### config.mk
export PLATFORM = sky130hd
export DESIGN_NAME = audio_fsync_gen
export DESIGN_NICKNAME = d
export VERILOG_FILES = /design/src/rtl/afg_pkg.sv /design/src/rtl/afg_bclk_src.sv /design/src/rtl/afg_frame.sv /design/src/rtl/afg_pol.sv /design/src/rtl/audio_fsync_gen.sv
export SDC_FILE = /design/constraint.sdc
export NUM_CORES = 1
export LEC_CHECK = 0
export BUFFER_PORTS_ARGS = -buffer_cell sky130_fd_sc_hd__buf_2
export CAP_MARGIN = 20
export CORE_UTILIZATION = 60
export CTS_CLUSTER_SIZE = 12
export DETAILED_ROUTE_END_ITERATION = 8
export PLACE_DENSITY = 0.91
export SETUP_SLACK_MARGIN = 0.1
export SLEW_MARGIN = 20
export SYNTH_ARGS = -nofsm -noshare
export SYNTH_HDL_FRONTEND = slang
export SYNTH_HIERARCHICAL = 1
export SYNTH_SLANG_ARGS = --single-unit
### constraint.sdc
create_clock -name clk -period 3.35 [get_ports clk]
set_input_delay 0.335 -clock clk [delete_from_list [all_inputs] [get_ports clk]]
set_output_delay 0.335 -clock clk [all_outputs]
set_load 0.02 [all_outputs]
### src/rtl/afg_pkg.sv
package afg_pkg;
   timeunit 1ns;
   timeprecision 1ps;

   typedef enum logic [1:0] {
      MODE_INT_ALL = 2'b00,
      MODE_EXT_CLK = 2'b01,
      MODE_EXT_ALL = 2'b10,
      MODE_EXT_ALT = 2'b11
   } afg_mode_e;

   function automatic logic mode_ext_clk(input logic [1:0] m);
      return m != MODE_INT_ALL;
   endfunction

   function automatic logic mode_ext_sync(input logic [1:0] m);
      return m[1];
   endfunction
endpackage

### src/rtl/afg_bclk_src.sv
module afg_bclk_src #(
   parameter int DIV_W  = 8,
   parameter bit EXT_EN = 1'b1
) (
   input  logic             clk,
   input  logic             rst_n,
   input  logic             gen_en,
   input  logic [DIV_W-1:0] div,
   input  logic             ext_sel,
   input  logic             ext_bclk,
   output logic             bclk_en
);
   timeunit 1ns;
   timeprecision 1ps;

   logic [DIV_W-1:0] cnt;
   logic             int_hit;
   logic             ext_rise;
   logic             ext_sel_eff;

   assign int_hit     = (cnt >= div);
   assign ext_sel_eff = ext_sel & EXT_EN;

   generate
      if (EXT_EN) begin : g_ext
         logic ext_q;
         always_ff @(posedge clk or negedge rst_n) begin
            if (!rst_n) ext_q <= 1'b0;
            else        ext_q <= ext_bclk;
         end
         assign ext_rise = ext_bclk & ~ext_q;
      end else begin : g_noext
         assign ext_rise = 1'b0;
      end
   endgenerate

   always_ff @(posedge clk or negedge rst_n) begin
      if (!rst_n) begin
         cnt     <= '0;
         bclk_en <= 1'b0;
      end else if (!gen_en) begin
         cnt     <= '0;
         bclk_en <= 1'b0;
      end else if (ext_sel_eff) begin
         cnt     <= '0;
         bclk_en <= ext_rise;
      end else begin
         bclk_en <= int_hit;
         cnt     <= int_hit ? '0 : cnt + 1'b1;
      end
   end

   // divider above zero never yields two adjacent pulses
   assert_div_gap_R1: assert property (@(posedge clk) disable iff (!rst_n)
      bclk_en |=> (!bclk_en || $past(div) == '0 || $past(ext_sel_eff)));

   // a disabled source emits nothing
   assert_src_off_R9: assert property (@(posedge clk) disable iff (!rst_n)
      !gen_en |=> !bclk_en);
endmodule

### src/rtl/afg_frame.sv
module afg_frame #(
   parameter int PER_W = 8
) (
   input  logic             clk,
   input  logic             rst_n,
   input  logic             run_en,
   input  logic             tick,
   input  logic             free_run,
   input  logic             load,
   input  logic             ext_sel,
   input  logic             ext_act,
   input  logic [PER_W-1:0] period,
   input  logic [PER_W-1:0] width,
   output logic             sync,
   output logic             sof
);
   timeunit 1ns;
   timeprecision 1ps;

   logic [PER_W-1:0] fcnt;
   logic [PER_W-1:0] fcnt_nxt;
   logic [PER_W-1:0] per_sh;
   logic [PER_W-1:0] wid_sh;
   logic [PER_W-1:0] per_eff;
   logic [PER_W-1:0] wid_eff;
   logic             active;
   logic             pend;
   logic             at_end;

   assign per_eff  = (period == '0) ? PER_W'(1) : period;
   assign wid_eff  = (width >= per_eff) ? per_eff - 1'b1 : width;
   assign fcnt_nxt = fcnt + 1'b1;
   assign at_end   = !active || (fcnt == per_sh);

   always_ff @(posedge clk or negedge rst_n) begin
      if (!rst_n) begin
         fcnt   <= '0;
         per_sh <= '0;
         wid_sh <= '0;
         active <= 1'b0;
         pend   <= 1'b0;
         sync   <= 1'b0;
         sof    <= 1'b0;
      end else if (!run_en) begin
         fcnt   <= '0;
         active <= 1'b0;
         pend   <= 1'b0;
         sync   <= 1'b0;
         sof    <= 1'b0;
      end else begin
         sof <= 1'b0;
         if (load) pend <= 1'b1;
         if (tick) begin
            if (ext_sel) begin
               active <= 1'b0;
               fcnt   <= '0;
               sync   <= ext_act;
               sof    <= ext_act & ~sync;
            end else if (at_end) begin
               if (free_run || pend || load) begin
                  active <= 1'b1;
                  fcnt   <= '0;
                  per_sh <= per_eff;
                  wid_sh <= wid_eff;
                  sync   <= 1'b1;
                  sof    <= 1'b1;
                  pend   <= 1'b0;
               end else begin
                  active <= 1'b0;
                  sync   <= 1'b0;
               end
            end else begin
               fcnt <= fcnt_nxt;
               sync <= (fcnt_nxt <= wid_sh);
            end
         end
      end
   end

   // a frame opens only on a bit-clock pulse
   assert_sof_on_tick_R3: assert property (@(posedge clk) disable iff (!rst_n)
      sof |-> $past(tick));

   // last bit clock of an internal frame is always inactive
   assert_sync_gap_R5: assert property (@(posedge clk) disable iff (!rst_n)
      (active && !ext_sel && fcnt == per_sh) |-> !sync);

   // shadow copies only move when a frame opens
   assert_shadow_hold_R7: assert property (@(posedge clk) disable iff (!rst_n)
      !sof |-> ($stable(per_sh) && $stable(wid_sh)));

   // disabled generator is quiet
   assert_frame_off_R9: assert property (@(posedge clk) disable iff (!rst_n)
      !run_en |=> (!sync && !sof));
endmodule

### src/rtl/afg_pol.sv
module afg_pol (
   input  logic sync,
   input  logic ext_fsync,
   input  logic tx_low,
   input  logic rx_low,
   output logic fsx,
   output logic fsr,
   output logic ext_act
);
   timeunit 1ns;
   timeprecision 1ps;

   assign fsx     = sync ^ tx_low;
   assign fsr     = sync ^ rx_low;
   assign ext_act = ext_fsync ^ rx_low;
endmodule

### src/rtl/audio_fsync_gen.sv
module audio_fsync_gen
   import afg_pkg::*;
#(
   parameter int DIV_W  = 8,
   parameter int PER_W  = 8,
   parameter bit EXT_EN = 1'b1
) (
   input  logic             clk,
   input  logic             rst_n,
   input  logic [1:0]       cfg_mode,
   input  logic [DIV_W-1:0] cfg_clk_div,
   input  logic [PER_W-1:0] cfg_frame_len,
   input  logic [PER_W-1:0] cfg_sync_width,
   input  logic             cfg_free_run,
   input  logic             cfg_tx_low,
   input  logic             cfg_rx_low,
   input  logic             clk_gen_en,
   input  logic             fs_gen_en,
   input  logic             tx_load,
   input  logic             ext_bclk,
   input  logic             ext_fsync,
   output logic             bclk_en,
   output logic             fsx,
   output logic             fsr,
   output logic             sof
);
   timeunit 1ns;
   timeprecision 1ps;

   generate
      if (DIV_W < 1 || PER_W < 2) begin : g_param_err
         $error("audio_fsync_gen: DIV_W must be >= 1 and PER_W >= 2");
      end
   endgenerate

   logic sel_ext_clk;
   logic sel_ext_sync;
   logic run_en;
   logic sync;
   logic ext_act;

   generate
      if (EXT_EN) begin : g_modes
         assign sel_ext_clk  = mode_ext_clk(cfg_mode);
         assign sel_ext_sync = mode_ext_sync(cfg_mode);
      end else begin : g_int_only
         assign sel_ext_clk  = 1'b0;
         assign sel_ext_sync = 1'b0;
      end
   endgenerate

   assign run_en = fs_gen_en & clk_gen_en;

   afg_bclk_src #(.DIV_W(DIV_W), .EXT_EN(EXT_EN)) u_src (
      .clk      (clk),
      .rst_n    (rst_n),
      .gen_en   (clk_gen_en),
      .div      (cfg_clk_div),
      .ext_sel  (sel_ext_clk),
      .ext_bclk (ext_bclk),
      .bclk_en  (bclk_en)
   );

   afg_frame #(.PER_W(PER_W)) u_frame (
      .clk      (clk),
      .rst_n    (rst_n),
      .run_en   (run_en),
      .tick     (bclk_en),
      .free_run (cfg_free_run),
      .load     (tx_load),
      .ext_sel  (sel_ext_sync),
      .ext_act  (ext_act),
      .period   (cfg_frame_len),
      .width    (cfg_sync_width),
      .sync     (sync),
      .sof      (sof)
   );

   afg_pol u_pol (
      .sync      (sync),
      .ext_fsync (ext_fsync),
      .tx_low    (cfg_tx_low),
      .rx_low    (cfg_rx_low),
      .fsx       (fsx),
      .fsr       (fsr),
      .ext_act   (ext_act)
   );
endmodule

Word level (Yosys, flattened, before mapping)
Index checks and enable logic that the tools add are counted.
W data, S select, Z words.
{ "word_totals": {"regBits": 38, "input_bits": 36} }
{ "classes": {"addsub": 3, "magnitude_cmp": 3, "eq_ne": 4, "mux": 31, "bitwise": 9, "n_reduce_logical": 9} }
{ "op_table": {"columns": ["operator", "n"], "rows": [
  ["$mux W8", 10],
  ["$mux W1", 21],
  ["$add A8 B1 Y8 const B", 2],
  ["$ge A8 B8 Y1", 2],
  ["$eq A8 B8 Y1", 1],
  ["$le A8 B8 Y1", 1],
  ["$logic_not A8 Y1", 1],
  ["$sub A8 B1 Y8 const B", 1],
  ["$reduce_and A5 Y1", 1],
  ["$ne A4 B4 Y1 const B", 1],
  ["$reduce_and A2 Y1", 2],
  ["$and A1 B1 Y1", 3],
  ["$logic_or A1 B1 Y1", 3],
  ["$ne A3 B3 Y1 const B", 1],
  ["$not A1 Y1", 3],
  ["$xor A1 B1 Y1", 3],
  ["$ne A2 B2 Y1 const B", 1],
  ["$reduce_bool A2 Y1", 1],
  ["$logic_not A1 Y1", 1]
]} }

Logic depth before layout (Yosys ltp)
{ "depth": {"ltp_word": 7, "mapped_depth": 12} }

By module
Netlist, hierarchy kept.
{ "modules_own_cells": {"columns": ["mod", "instances", "cells_per_inst", "area_each_um2"], "rows": [
  ["afg_frame", 1, 226, 1984.4],
  ["afg_bclk_src", 1, 63, 636.9],
  ["afg_pol", 1, 3, 26.3],
  ["audio_fsync_gen", 1, 2, 12.5]
]} }

Worst setup path before layout
Ideal clock, no wire load.
{ "synth_timing": {"kind": "input-to-reg", "start": "input port cfg_frame_len[3]", "end": "register u_frame.wid_sh[0]", "setup_ps": 123, "arrival_ps": 2402, "required_time_ps": 3227, "path_slack_ps": 825, "path_stages": 11, "path_buffers": 1, "path_cell_list": "or3_1 nor3_1 a31oi_1 inv_1 ha_1 nor3b_1 o21ai_0 a21oi_1 buf_4 mux2i_1 o21ai_1"} }
{ "synth_between": {"elab_chain_len": 4, "elab_cells_between_ends": 5} }
{ "synth_rtl": {"columns": ["element", "line_no", "rtl"], "rows": [
  ["from (decl)", "audio_fsync_gen.sv:12", "input logic [PER_W-1:0] cfg_frame_len,"],
  ["$logic_not A8 Y1 (*)", "afg_frame.sv:30", "assign per_eff = (period == '0) ? PER_W'(1) : period;"],
  ["$mux W8 (*)", "afg_frame.sv:30", null],
  ["named net u_frame.per_eff[0]", "afg_frame.sv:24", "logic [PER_W-1:0] per_eff;"],
  ["$sub A8 B1 Y8 or $ge A8 B8 Y1 (tied branches)", "afg_frame.sv:31", "assign wid_eff = (width >= per_eff) ? per_eff - 1'b1 : width;"],
  ["$mux W8 (*)", "afg_frame.sv:31", null],
  ["to (signal assigned)", "afg_frame.sv:64", "wid_sh <= wid_eff;"],
  ["to (decl)", "afg_frame.sv:23", "logic [PER_W-1:0] wid_sh;"]
]} }
Mark *: on every way through the listed nets, which the timed path passes. The rest lies on a longest branch.
A chain may end at the register's enable or synchronous reset.

Worst setup path after layout
Ends and elaborated chain as after synthesis.

==> metrics.txt <==
CP Launch Type=primary input; LEAKAGE=0.00154 uW; total negative slack=0 ps; first-pass GRT wire length=9140 um; post-CTS setup buffer count=0; Avg Cell Area, Syn=9.05 um^2; fin crit share=0.737; Worst-path clk slew=70 ps; worst reg2reg path depth=9; Avg WL per Cell=13.7 um; total number of vias=2209; Placed Cells=380; vias per cell=5.69; final hold vios=0; ys async rst share=1.00; Placeable Area=0.00412 mm^2; sequential share of the synthesized area=0.357; ant diodes=0; Die Y=68.6 um; number of flops mapped to enable cells by yosys=0; number of fill cells=303; Cell variety after synth=42; GRT Overall Usage=0.265; CTS H-tree depth=2; DRC Markers=0; worst hold path class=in2async; CTS buffer count=5; worst setup path category=in2reg; IR drop worst, VDD=0.000252 V; die span in x=68.6 um; Nets=400; mapped cell area=0.00266 mm^2; DR iter-0 viols=129; # setup viols final=0; TritonRoute pass-1 iters=6; row count=23; min Tclk post-route=2470 ps; GRT overflow=0; CTS root buf=clkbuf_8; hold_buf cts=0; post-route core utilization=0.723; hpwl dp=4100 um; CP Capture Type=flop; gp weighted congestion=0.837; DRT Wirelength=5310 um; Syn Nets=357; worst skew pair latency=290 ps; Max Freq=405 MHz; critical-path maximum fanout=15; initial core utilization=0.646; Seq cells post-synth=38; # clock sinks=38; unrepaired setup endpoints after global routing=no; share of cells above drive strength 1=0.210; Setup crit start=cfg_frame_len[3]; largest net degree at the start of global routing=39; die area=0.00470 mm^2; max-cap check violation count=0; YS warnings=6; status=complete, no violations; Top FF cell, synth=dfrtp_1; max-slew violations=0; launching point of the worst reg2reg path=u_frame/fcnt[0]; post-CTS sizing=0; Clock Tree Buf Depth=2; worst endpoint data arrival time=2620 ps; worst relative slew slack=0.460; Ports=40; Area Growth Syn to Fin=11.9%; post-route ant nets=0; Worst EP required=3510 ps; CTS tree=built; Sequential cell area=951 um^2; vias in the first global route=2164; cell area power density=382 mW/mm^2; Max Clock Skew=7.38 ps; Finished Layout Cells=388; footprint of the multi-input gates=0.00156 mm^2; Least-Margin Pin Slew=810 ps; Cells after Synth=294; initial antenna violation count=0; PortBufs=39
-- placed cells by master, fill, tap and decap left out, types with 7 or more instances in the layout --
cell,instances
inv_1,30
dfrtp_1,38
o21ai_2,14
a21oi_1,15
xor2_1,10
ha_1,27
nor2_1,16
nand2_1,36
nor3_1,9
o21ai_0,10
xnor2_1,12
buf_2,39
nand3_1,10
a21o_1,7
-- registers in the layout, indices dropped and copies added, names as in the netlist --
register and cells:
u_frame/pend 1, u_src/g_ext.ext_q 1, u_frame/per_sh 8, u_frame/fcnt 8, u_frame/sof 1, u_frame/sync 1
u_frame/active 1, u_src/cnt 8, u_frame/wid_sh 8, u_src/bclk_en 1
-- stage by stage --
step                total power [uW]  instance area [um^2]  setup slack, ps  hold slack (ps)
finish                          1140                  2980              882              132
global route                    1200                  2980              656              162
CTS                             1140                  2980              920              156
detailed placement               823                  2880              620              460
global placement                 807                  2880              757              458
floorplan                        737                  2660              825             39.4
-- power breakdown --
| part | switching [uW] | leakage, uW | internal, uW |
|---|---|---|---|
| combinational | 156 | 0.000982 | 120 |
| sequential | 33.1 | 0.000511 | 507 |
| clock | 155 | 0.0000482 | 166 |
-- synth_stat cells (5+ instances only) --
cell type,n,share of area
dfrtp_1,38,0.36
nand2_1,36,0.051
inv_1,30,0.042
ha_1,27,0.13
nor2_1,16,0.023
a21oi_1,15,0.028
o21ai_2,14,0.046
xnor2_1,12,0.040
nand3_1,10,0.019
o21ai_0,10,0.019
xor2_1,10,0.033
nor3_1,9,0.017
a21o_1,7,0.020
nand2b_1,6,0.014
or3_1,6,0.014
and3_1,5,0.012
-- layer usage --
layer,vias to the layer above,wire length [um],track usage
li1,1106,-,-
met1,1033,2380,0.322
met2,63,2640,0.457
met3,7,216,0.0592
met4,0,65,0.0990
met5,-,0,0
-- path summary, 6_finish.rpt --
path,endpoint,slack (ps)
worst max-delay path,u_frame/wid_sh[0],880
worst min-delay path,u_src/g_ext.ext_q,130
worst max register to register,u_frame/sync,1010
worst min register to register,u_frame/wid_sh[6],480
max in group asynchronous,u_frame/per_sh[1],2700
min in group clk,u_src/g_ext.ext_q,160
-- critical path, stage by stage --
cell	delay (ps)
buf_2	130
or3_1	410
nor3_1	260
a31oi_1	230
inv_1	100
ha_1	220
nor3b_1	180
o21ai_0	110
a21oi_1	150
buf_4	210
mux2i_1	220
o21ai_1	70
-- final cells by class --
class	instances	area share
multi-input combinational	222	0.523
timing repair buffer	40	0.0681
inverter	30	0.0378
clock buffer	7	0.0290
clock inverter	1	0.00168
sequential	38	0.320
tap	50	0.0210
-- kinds of logic after synthesis --
group                    share of synthesized area
multiplexers                               0.00753
adder cells (fa/ha/maj)                      0.127
AND/OR/NAND/NOR                              0.193
XOR/XNOR                                    0.0724
AO/OA/AOI/OAI                                0.185
buffers and inverters                       0.0579
flip-flops                                   0.357
Power figures use the tool's default switching activity.
